## src/rtl/rt_pkg.sv

```systemverilog
package rt_pkg;

  typedef enum logic [1:0] {
    RT_IDLE = 2'd0,
    RT_WAIT = 2'd1,
    RT_RUN  = 2'd2,
    RT_HOLD = 2'd3
  } rt_state_e;

  // active-low pattern, bit0 = segment a ... bit6 = segment g
  function automatic logic [6:0] seg_of(input logic [3:0] d);
    logic [6:0] on;
    case (d)
      4'd0:    on = 7'h3F;
      4'd1:    on = 7'h06;
      4'd2:    on = 7'h5B;
      4'd3:    on = 7'h4F;
      4'd4:    on = 7'h66;
      4'd5:    on = 7'h6D;
      4'd6:    on = 7'h7D;
      4'd7:    on = 7'h07;
      4'd8:    on = 7'h7F;
      4'd9:    on = 7'h6F;
      default: on = 7'h00;
    endcase
    return ~on;
  endfunction

endpackage

```

## src/rtl/rt_delay_ctr.sv

```systemverilog
module rt_delay_ctr #(
  parameter int THR_W = 8
) (
  input  logic             clk,
  input  logic             rst_n,
  input  logic             en,
  input  logic [THR_W-1:0] thresh,
  output logic             zero_thr,
  output logic             hit
);
  logic [THR_W-1:0] cnt_q, cnt_d;

  always_comb begin
    cnt_d = cnt_q;
    if (!en) cnt_d = '0;
    else     cnt_d = cnt_q + 1'b1;
  end

  always_ff @(posedge clk or negedge rst_n) begin
    if (!rst_n) cnt_q <= '0;
    else        cnt_q <= cnt_d;
  end

  // the wait ends on the edge where the count reaches the threshold
  assign hit      = ({1'b0, cnt_q} + {{THR_W{1'b0}}, 1'b1}) >= {1'b0, thresh};
  assign zero_thr = (thresh == '0);
endmodule

```

## src/rtl/rt_tick_gen.sv

```systemverilog
module rt_tick_gen #(
  parameter int TICK_CYCLES = 50000
) (
  input  logic clk,
  input  logic rst_n,
  input  logic run,
  output logic tick
);
  localparam int CW = (TICK_CYCLES > 1) ? $clog2(TICK_CYCLES) : 1;
  localparam logic [CW-1:0] LAST = CW'(TICK_CYCLES - 1);

  logic [CW-1:0] pre_q, pre_d;
  logic          wrap;

  assign wrap = (pre_q == LAST);

  // prescaler held at zero outside the run phase
  always_comb begin
    pre_d = pre_q;
    if (!run)      pre_d = '0;
    else if (wrap) pre_d = '0;
    else           pre_d = pre_q + 1'b1;
  end

  always_ff @(posedge clk or negedge rst_n) begin
    if (!rst_n) pre_q <= '0;
    else        pre_q <= pre_d;
  end

  assign tick = run && wrap;
endmodule

```

## src/rtl/rt_bcd_counter.sv

```systemverilog
module rt_bcd_counter #(
  parameter int NDIG = 4
) (
  input  logic              clk,
  input  logic              rst_n,
  input  logic              clear,
  input  logic              inc,
  output logic [NDIG*4-1:0] digits
);
  logic [3:0]    dig_q [NDIG];
  logic [NDIG:0] carry;
  logic [NDIG-1:0] is_nine;
  logic          full;

  assign carry[0] = 1'b1;
  assign full     = &is_nine;

  for (genvar i = 0; i < NDIG; i++) begin : g_dig
    logic [3:0] nxt;
    assign is_nine[i]  = (dig_q[i] == 4'd9);
    assign carry[i+1]  = carry[i] & is_nine[i];

    // ripple carry between decades, hold at all nines
    always_comb begin
      nxt = dig_q[i];
      if (clear)                     nxt = 4'd0;
      else if (inc && !full && carry[i])
        nxt = is_nine[i] ? 4'd0 : dig_q[i] + 4'd1;
    end

    always_ff @(posedge clk or negedge rst_n) begin
      if (!rst_n) dig_q[i] <= 4'd0;
      else        dig_q[i] <= nxt;
    end

    assign digits[i*4 +: 4] = dig_q[i];
  end
endmodule

```

## src/rtl/rt_seg_decode.sv

```systemverilog
module rt_seg_decode #(
  parameter int NDIG = 4
) (
  input  logic [NDIG*4-1:0] digits,
  output logic [NDIG*7-1:0] segs
);
  import rt_pkg::*;

  for (genvar i = 0; i < NDIG; i++) begin : g_seg
    assign segs[i*7 +: 7] = seg_of(digits[i*4 +: 4]);
  end
endmodule

```

## src/rtl/rt_ctrl.sv

```systemverilog
module rt_ctrl
  import rt_pkg::*;
(
  input  logic      clk,
  input  logic      rst_n,
  input  logic      start,
  input  logic      zero_thr,
  input  logic      hit,
  input  logic      press,
  output rt_state_e state
);
  rt_state_e st_q, st_d;

  always_comb begin
    st_d = st_q;
    if (!start) begin
      st_d = RT_IDLE;
    end else begin
      case (st_q)
        RT_IDLE: st_d = zero_thr ? RT_RUN : RT_WAIT;
        RT_WAIT: if (hit)   st_d = RT_RUN;
        RT_RUN:  if (press) st_d = RT_HOLD;
        RT_HOLD: st_d = RT_HOLD;
        default: st_d = RT_IDLE;
      endcase
    end
  end

  always_ff @(posedge clk or negedge rst_n) begin
    if (!rst_n) st_q <= RT_IDLE;
    else        st_q <= st_d;
  end

  assign state = st_q;
endmodule

```

## src/rtl/reaction_timer.sv

```systemverilog
module reaction_timer #(
  parameter int TICK_CYCLES = 50000,
  parameter int THR_W       = 8
) (
  input  logic             clk,
  input  logic             rst_n,
  input  logic             start,
  input  logic [THR_W-1:0] thresh,
  input  logic             resp_btn,
  output logic [1:0]       led,
  output logic [6:0]       seg3,
  output logic [6:0]       seg2,
  output logic [6:0]       seg1,
  output logic [6:0]       seg0
);
  import rt_pkg::*;

  localparam int NDIG = 4;

  logic [1:0]        rst_pipe;
  logic              rst_i;
  logic [2:0]        btn_q;
  logic              press;
  logic              zero_thr, hit, tick;
  rt_state_e         state;
  logic [NDIG*4-1:0] digits;
  logic [NDIG*7-1:0] segs;

  // asynchronous assert, synchronous release
  always_ff @(posedge clk or negedge rst_n) begin
    if (!rst_n) rst_pipe <= 2'b00;
    else        rst_pipe <= {rst_pipe[0], 1'b1};
  end
  assign rst_i = rst_pipe[1];

  // two synchronizer stages plus one history stage for edge detection
  always_ff @(posedge clk or negedge rst_i) begin
    if (!rst_i) btn_q <= 3'b000;
    else        btn_q <= {btn_q[1:0], resp_btn};
  end
  // a level held high produces no edge
  assign press = btn_q[1] & ~btn_q[2];

  rt_ctrl u_ctrl (
    .clk      (clk),
    .rst_n    (rst_i),
    .start    (start),
    .zero_thr (zero_thr),
    .hit      (hit),
    .press    (press),
    .state    (state)
  );

  rt_delay_ctr #(.THR_W(THR_W)) u_delay (
    .clk      (clk),
    .rst_n    (rst_i),
    .en       (state == RT_WAIT),
    .thresh   (thresh),
    .zero_thr (zero_thr),
    .hit      (hit)
  );

  rt_tick_gen #(.TICK_CYCLES(TICK_CYCLES)) u_tick (
    .clk   (clk),
    .rst_n (rst_i),
    .run   (state == RT_RUN),
    .tick  (tick)
  );

  // a tick coinciding with the press edge is discarded
  rt_bcd_counter #(.NDIG(NDIG)) u_bcd (
    .clk    (clk),
    .rst_n  (rst_i),
    .clear  (!start),
    .inc    (tick && !press),
    .digits (digits)
  );

  rt_seg_decode #(.NDIG(NDIG)) u_seg (
    .digits (digits),
    .segs   (segs)
  );

  assign seg0 = segs[6:0];
  assign seg1 = segs[13:7];
  assign seg2 = segs[20:14];
  assign seg3 = segs[27:21];
  assign led  = {1'b0, state == RT_RUN};
endmodule

```

## config.mk

```make
export PLATFORM = sky130hd
export DESIGN_NAME = reaction_timer
export DESIGN_NICKNAME = d
export VERILOG_FILES = /design/src/rtl/rt_pkg.sv /design/src/rtl/rt_delay_ctr.sv /design/src/rtl/rt_tick_gen.sv /design/src/rtl/rt_bcd_counter.sv /design/src/rtl/rt_seg_decode.sv /design/src/rtl/rt_ctrl.sv /design/src/rtl/reaction_timer.sv
export SDC_FILE = /design/constraint.sdc
export NUM_CORES = 1
export LEC_CHECK = 0
export BUFFER_PORTS_ARGS = -buffer_cell sky130_fd_sc_hd__buf_2
export CELL_PAD_IN_SITES_DETAIL_PLACEMENT = 1
export CELL_PAD_IN_SITES_GLOBAL_PLACEMENT = 1
export CORE_ASPECT_RATIO = 1.4
export CORE_MARGIN = 1
export CORE_UTILIZATION = 35
export DETAILED_ROUTE_END_ITERATION = 6
export PLACE_DENSITY = 0.75
export SKIP_CTS_REPAIR_TIMING = 1
export SYNTH_ARGS = -nofsm -noshare
export SYNTH_HDL_FRONTEND = slang
export SYNTH_SLANG_ARGS = --single-unit
```

## constraint.sdc

```tcl
create_clock -name clk -period 4.09 [get_ports clk]
set_clock_uncertainty 0.15 [all_clocks]
set_input_delay 0.409 -clock clk [delete_from_list [all_inputs] [get_ports clk]]
set_output_delay 0.409 -clock clk [all_outputs]
set_load 0.01 [all_outputs]
```

==> results of run 1 <==
-- cells by family (layout without fill, tap and decap cells) --
| group | count (synthesis) | count (layout) | share of synthesized area [%] |
|---|---|---|---|
| AOI/OAI and AO/OA | 61 | 61 | 11.9 |
| DFF | 47 | 47 | 37.1 |
| adders and majority gates | 26 | 26 | 10.3 |
| and+or+nand+nor | 148 | 148 | 26.3 |
| muxes | 9 | 9 | 2.88 |
| buffers and inverters | 37 | 75 | 4.93 |
| other | 2 | 2 | 0.237 |
| xor gates and xnor gates | 23 | 23 | 6.36 |
-- metal layers --
layer	vias up	share of wire, %	global-route usage [%]
met5	-	0	0
li1	1289	-	-
met4	0	1.5	6.32
met3	9	1.9	2.07
met2	34	57	34.7
met1	1335	40	19.1
-- flip-flops by register name, indices dropped and copies added (netlist names) --
signal,flops
u_tick.pre_q,16
u_delay.cnt_q,8
u_ctrl.state,2
btn_q,3
u_bcd.digits,16
rst_pipe,2
-- how the worst max path moves through the flow --
stage / slack (ps) / end / startpoint
2_1_floorplan: 1980 / u_ctrl.state[1] / u_delay.cnt_q[2]
3_3_place_gp: 1800 / u_bcd.digits[5] / u_tick.pre_q[11]
3_5_place_dp: 1700 / u_bcd.digits[5] / u_bcd.digits[9]
4_1_cts: 1680 / u_bcd.digits[5] / u_bcd.digits[9]
5_1_grt: 1520 / u_bcd.digits[5] / u_bcd.digits[9]
6_report: 1700 / u_ctrl.state[1] / u_delay.cnt_q[2]
-- layout by cell type, fill, tap and decap left out, drive strengths merged, types with 4 or more instances in the layout --
cell,n
inv,26
and4,6
nand4,6
nand3,12
buf,40
a21oi,27
mux2i,8
ha,26
nand2,32
or2,6
nand2b,4
dfrtp,47
o21ai,12
xnor2,11
nand3b,4
clkbuf,7
nor2,39
xor2,12
nor3,7
and3,8
nor4,6
nor2b,6
-- per-stage QoR --
step,cell area [µm²],std cells
floorplan,3170,353
global placement,3440,487
detailed placement,3440,487
CTS,3580,495
global route,3590,496
finish,3590,496
-- worst register-to-register path, stage by stage (launching register included) --
cell and delay [ps]:
dfrtp_1 430, and4_1 260, nand2_1 60, nor2_1 110
xor2_1 90, ha_1 170, nand4bb_1 170, a41o_1 260
a211oi_1 230, o21ai_0 180, o211a_1 160
-- power by group --
| group | switching [mW] | total, mW | internal [mW] |
|---|---|---|---|
| sequential | 0.0367 | 0.524 | 0.488 |
| combinational | 0.0908 | 0.147 | 0.0565 |
| clock | 0.172 | 0.399 | 0.226 |
-- layout make-up --
| class | count | area, µm² | share of cell area (%) |
|---|---|---|---|
| Multi-Input combinational cell | 269 | 1840 | 51.1 |
| Sequential cell | 47 | 1180 | 32.8 |
| Timing Repair Buffer | 41 | 210 | 5.85 |
| Clock buffer | 7 | 133 | 3.69 |
| Tap cell | 105 | 131 | 3.66 |
| Inverter | 26 | 97.6 | 2.72 |
| Clock inverter | 1 | 5.00 | 0.139 |
==> results.toml, run 1 <==
[outcome]
status = "complete, no violations"

[global_route]
grt_max_degree = 46
grt_pass1_vias = 2840
track_usage_pct = 17.9
grt_overflow = 0
grt_first_pass_wirelength_mm = 13.1
antenna_found_initial = 0

[sta]
setup_viol = 0
final.setup.tns_ps = 0
timing.hold.ws_ps = 81.5
slew_viol_final = 0
period_minus_slack_ps = 2390
fin_crit_sh_pct = 58.4
fmax_mhz = 419
worst_slew_pin_slew_ps = 1020
rsz0062_at_grt = "no"
relSlewSlack_pct = 32.0
setup_ws_ps = 1700
hold_violations = 0

[yosys]
synth_seq_area_share_pct = 37.1
synth_area_leaders = "dfrtp_1 (37%), ha_1 (10%), nor2_1 (4.6%)"
synthArstFlopShare_pct = 100
ys_ff_latch = 47
ys_types = 54
ys.flop_type = "dfrtp_1"
synth_most_common_cell = "dfrtp_1"
synth_nets = 391
synth-edff-count = 0
syn_area_mm2 = 0.00317
synth.yosys.warnings = 0
netlist_instances = 353
synth_area_leader_cell = "dfrtp_1"
synth.avg_cell_area_um2 = 8.98
synth_top_area_share_pct = 37.1
synth.top_cells.by_count = "dfrtp_1 (47), nor2_1 (39), nand2_1 (32), a21oi_1 (27)"

[floorplanning]
start_util_pct = 36.4
ios = 42
fp.dieW_um = 82.4
die_y_um = 115
coreArea_mm2 = 0.00871
row_count = 40
die_area_mm2 = 0.00945

[route]
vias = 2667
ant_nets = 0
totalWireLength_mm = 7.72
drc_errors = 0
avgViaCountPerCell = 5.38
drt_iter0_markers = 51
dr.pass1.iters = 4
wl_per_cell_um = 15.6

[clocking]
cts_buffers = 5
clock_latency_ps = 290
cts_tree = "built"
cts.sinks = 47
root_buffer = "clkbuf_16"
cts_buffer_depth = 2
htree_levels = 2
clk_pin_slew_ps = 60

[worst_setup_path]
worst-path-max-fanout = 5
critPathMaxStageDelay_ps = 430
timing.rr.start = "u_delay.cnt_q[2]"
slowest_stage = "dfrtp_1"
r2r_cells = 10
r2r-end = "u_ctrl.state[1]"
worstSetupStartpointType = "register"
crit_path_end_kind = "register"
arrival_ps = 2420
cpLargestDelayFamily = "compound AO/OA/AOI/OAI gates"
critPathBufInv = 0
cp.required_ps = 4120
path_depth = 10
r2r_setup_slack_ps = 1700
worstPathCellList = "and4_1 > nand2_1 > nor2_1 > xor2_1 > ha_1 > nand4bb_1 > a41o_1 > a211oi_1 > o21ai_0 > o211a_1"
crit_type = "reg -> reg"

[hold_path]
holdCritPathClass = "in -> reg"
whs_path_depth = 1
hold_path.startpoint = "resp_btn"
hold_path_end = "btn_q[0]"

[power]
total_power_mw = 1.07
power.leakage_nw = 1.80
power_density_mw_per_mm2 = 298
vdd_drop_max_mv = 0.240

[cells_and_area]
areaGrowthSynthToFinish_pct = 13.3
fillCellCount = 1074
antennaDiodeCount = 0
utilization_pct = 41.2
final_nets = 428
layout-drive-gt1-share_pct = 16.9

[placed_design]
gp_congestion = 0.787
dp_slack_ps = 1700
port_buffers = 40
hpwl_mm = 5.87

[run]
maxCapViolations = 0
(Power assumes the default switching activity.)
==> inputs of run 2 (changes only) <==
- ABC_AREA: not set -> 1
- PLACE_DENSITY: 0.75 -> 0.77
- clock period: 4.09 -> 2.45 ns (I/O delays scaled with it)
==> results.toml, run 2 <==
[outcome]
status = "complete, no violations"

[run]
maxCapViolations = 0

[clocking]
root_buffer = "clkbuf_16"
cts.sinks = 47
cts_buffers = 5
clk_pin_slew_ps = 60
cts_tree = "built"
cts_buffer_depth = 2
clock_latency_ps = 290
htree_levels = 2

[worst_setup_path]
cpLargestDelayFamily = "simple AND/OR/NAND/NOR gates"
worst-path-max-fanout = 4
crit_path_frequent_cell = "nand2_1"
crit_type = "reg -> reg"
worstPathCellList = "ha_1 > nand2_1 > inv_1 > nand2_2 > nand2_1 > inv_1 > nor2_1 > ha_1 > nand2_1 > nor2_2 > nand2_1 > nand3_1 > nand2_1 > nand2_1 > nand2_1 > nand2_1 > o21ai_1"
r2r_setup_slack_ps = 220
slowest_stage = "dfrtp_1"
r2r_cells = 17
critPathMaxStageDelay_ps = 400
critPathBufInv = 2
cp.required_ps = 2470
path_depth = 17
worstSetupStartpointType = "register"
timing.rr.start = "u_delay.cnt_q[0]"
r2r-end = "u_ctrl.state[0]"
arrival_ps = 2250
crit_path_end_kind = "register"

[route]
drt_iter0_markers = 84
wl_met1_mm = 3.35
avgViaCountPerCell = 5.01
drc_errors = 0
top_layer_used = "met4"
vias = 3148
wl_met2_mm = 4.66
wl_per_cell_um = 13.3
ant_nets = 0
dr.pass1.iters = 4
totalWireLength_mm = 8.35
wl_met3_um = 206

[cells_and_area]
antennaDiodeCount = 0
areaGrowthSynthToFinish_pct = 14.6
multiInputGateArea_mm2 = 0.00185
utilization_pct = 41.2
fillCellCount = 1185
layout-drive-gt1-share_pct = 15.8
mostFrequentLayoutCell = "nand2_1"
final-seq-area_mm2 = 0.00118
final_nets = 555
layout_common_cells = "nand2_1 (105), inv_1 (67), nor2_1 (58), dfrtp_1 (46), buf_2 (40)"

[power]
vdd_drop_max_mv = 0.223
power_density_mw_per_mm2 = 477
total_power_mw = 1.85
power.leakage_nw = 2.06

[placed_design]
port_buffers = 40
hpwl_mm = 6.59
gp_congestion = 0.819

[global_route]
antenna_found_initial = 0
track_usage_pct = 18.2
grt_overflow = 0
grt_max_degree = 46
grt_first_pass_wirelength_mm = 14.7
grt_pass1_vias = 3349

[sta]
final.setup.tns_ps = 0
period_minus_slack_ps = 2230
fmax_mhz = 448
relSlewSlack_pct = 60.2
slew_viol_final = 0
hold_violations = 0
setup_viol = 0
timing.hold.ws_ps = 125
fin_crit_sh_pct = 91.1
worst_slew_pin_slew_ps = 596

[floorplanning]
coreArea_mm2 = 0.00941
start_util_pct = 36.0
die_y_um = 118
fp.dieW_um = 85.1
die_area_mm2 = 0.0101
ios = 42
row_count = 42

[yosys]
synth_top_area_share_pct = 34.7
synthArstFlopShare_pct = 100
ys_ff_latch = 47
ys_types = 35
ys.flop_type = "dfrtp_1"
synth_area_leaders = "dfrtp_1 (35%), nand2_1 (12%), ha_1 (9.6%)"
synth_nets = 511
synth_seq_area_share_pct = 34.7
synth_most_common_cell = "nand2_1"
synth.avg_cell_area_um2 = 7.16
synth.yosys.warnings = 0
synth_area_leader_cell = "dfrtp_1"
syn_area_mm2 = 0.00339
synth-edff-count = 0
synth.top_cells.by_count = "nand2_1 (106), inv_1 (67), nor2_1 (60), dfrtp_1 (47), nand3_1 (30)"
netlist_instances = 473

[hold_path]
holdCritPathClass = "in -> async"
## run 2: logic make-up (layout without fill, tap and decap cells)
family                   Yosys count  in the layout  synth area share [%]
other                              2              2                 0.222
XOR/XNOR                          10             10                  2.59
AND/OR/NAND/NOR                  248            248                  34.1
AO/OA/AOI/OAI                     51             51                  7.76
flip-flops                        47             47                  34.7
adder cells (fa/ha/maj)           26             26                  9.60
buffers and inverters             89            134                  11.0
## run 2: worst max-delay path by stage
stage | start | to
after global placement | u_delay.cnt_q[0] | u_ctrl.state[0]
after detailed placement | u_delay.cnt_q[0] | u_ctrl.state[0]
after CTS | u_delay.cnt_q[0] | u_ctrl.state[0]
after floorplan | u_delay.cnt_q[0] | u_ctrl.state[0]
final | u_delay.cnt_q[0] | u_ctrl.state[0]
after global routing | u_delay.cnt_q[0] | u_ctrl.state[0]
## run 2: worst reg2reg max path, cell delays in order (launching register included)
cell and delay (ps):
dfrtp_1 400, ha_1 220, nand2_1 60, inv_1 60, nand2_2 100, nand2_1 60, inv_1 70, nor2_1 40
ha_1 290, nand2_1 90, nor2_2 110, nand2_1 60, nand3_1 70, nand2_1 50, nand2_1 60, nand2_1 70
nand2_1 80, o21ai_1 70
## run 2: area by class of cell
type	instances	area share, %
clock buffer	7	3.42
clock inverter	1	0.774
inverter	80	7.87
multi-input combinational	337	47.6
sequential	47	30.3
tap	110	3.55
timing repair buffer	46	6.45
## run 2: stage by stage
stage               std cells  cell area, µm²  worst slack (ps)
detailed placement        616            3670               217
CTS                       624            3840               160
finish                    628            3880               218
global route              628            3880             -2.07
global placement          616            3670               366
floorplan                 473            3390               474
## run 2: per-layer routing
metal	global-route usage (%)	vias up
li1	-	1586
met4	6.14	0
met3	3.56	9
met2	35.1	39
met1	19.2	1514
met5	0	-
## run 2: where the power goes
group          internal (mW)  switching (mW)  total (mW)
Clock                  0.483           0.289       0.771
Combinational         0.0889           0.159       0.247
Sequential             0.806          0.0239       0.830
Total                   1.38           0.471        1.85
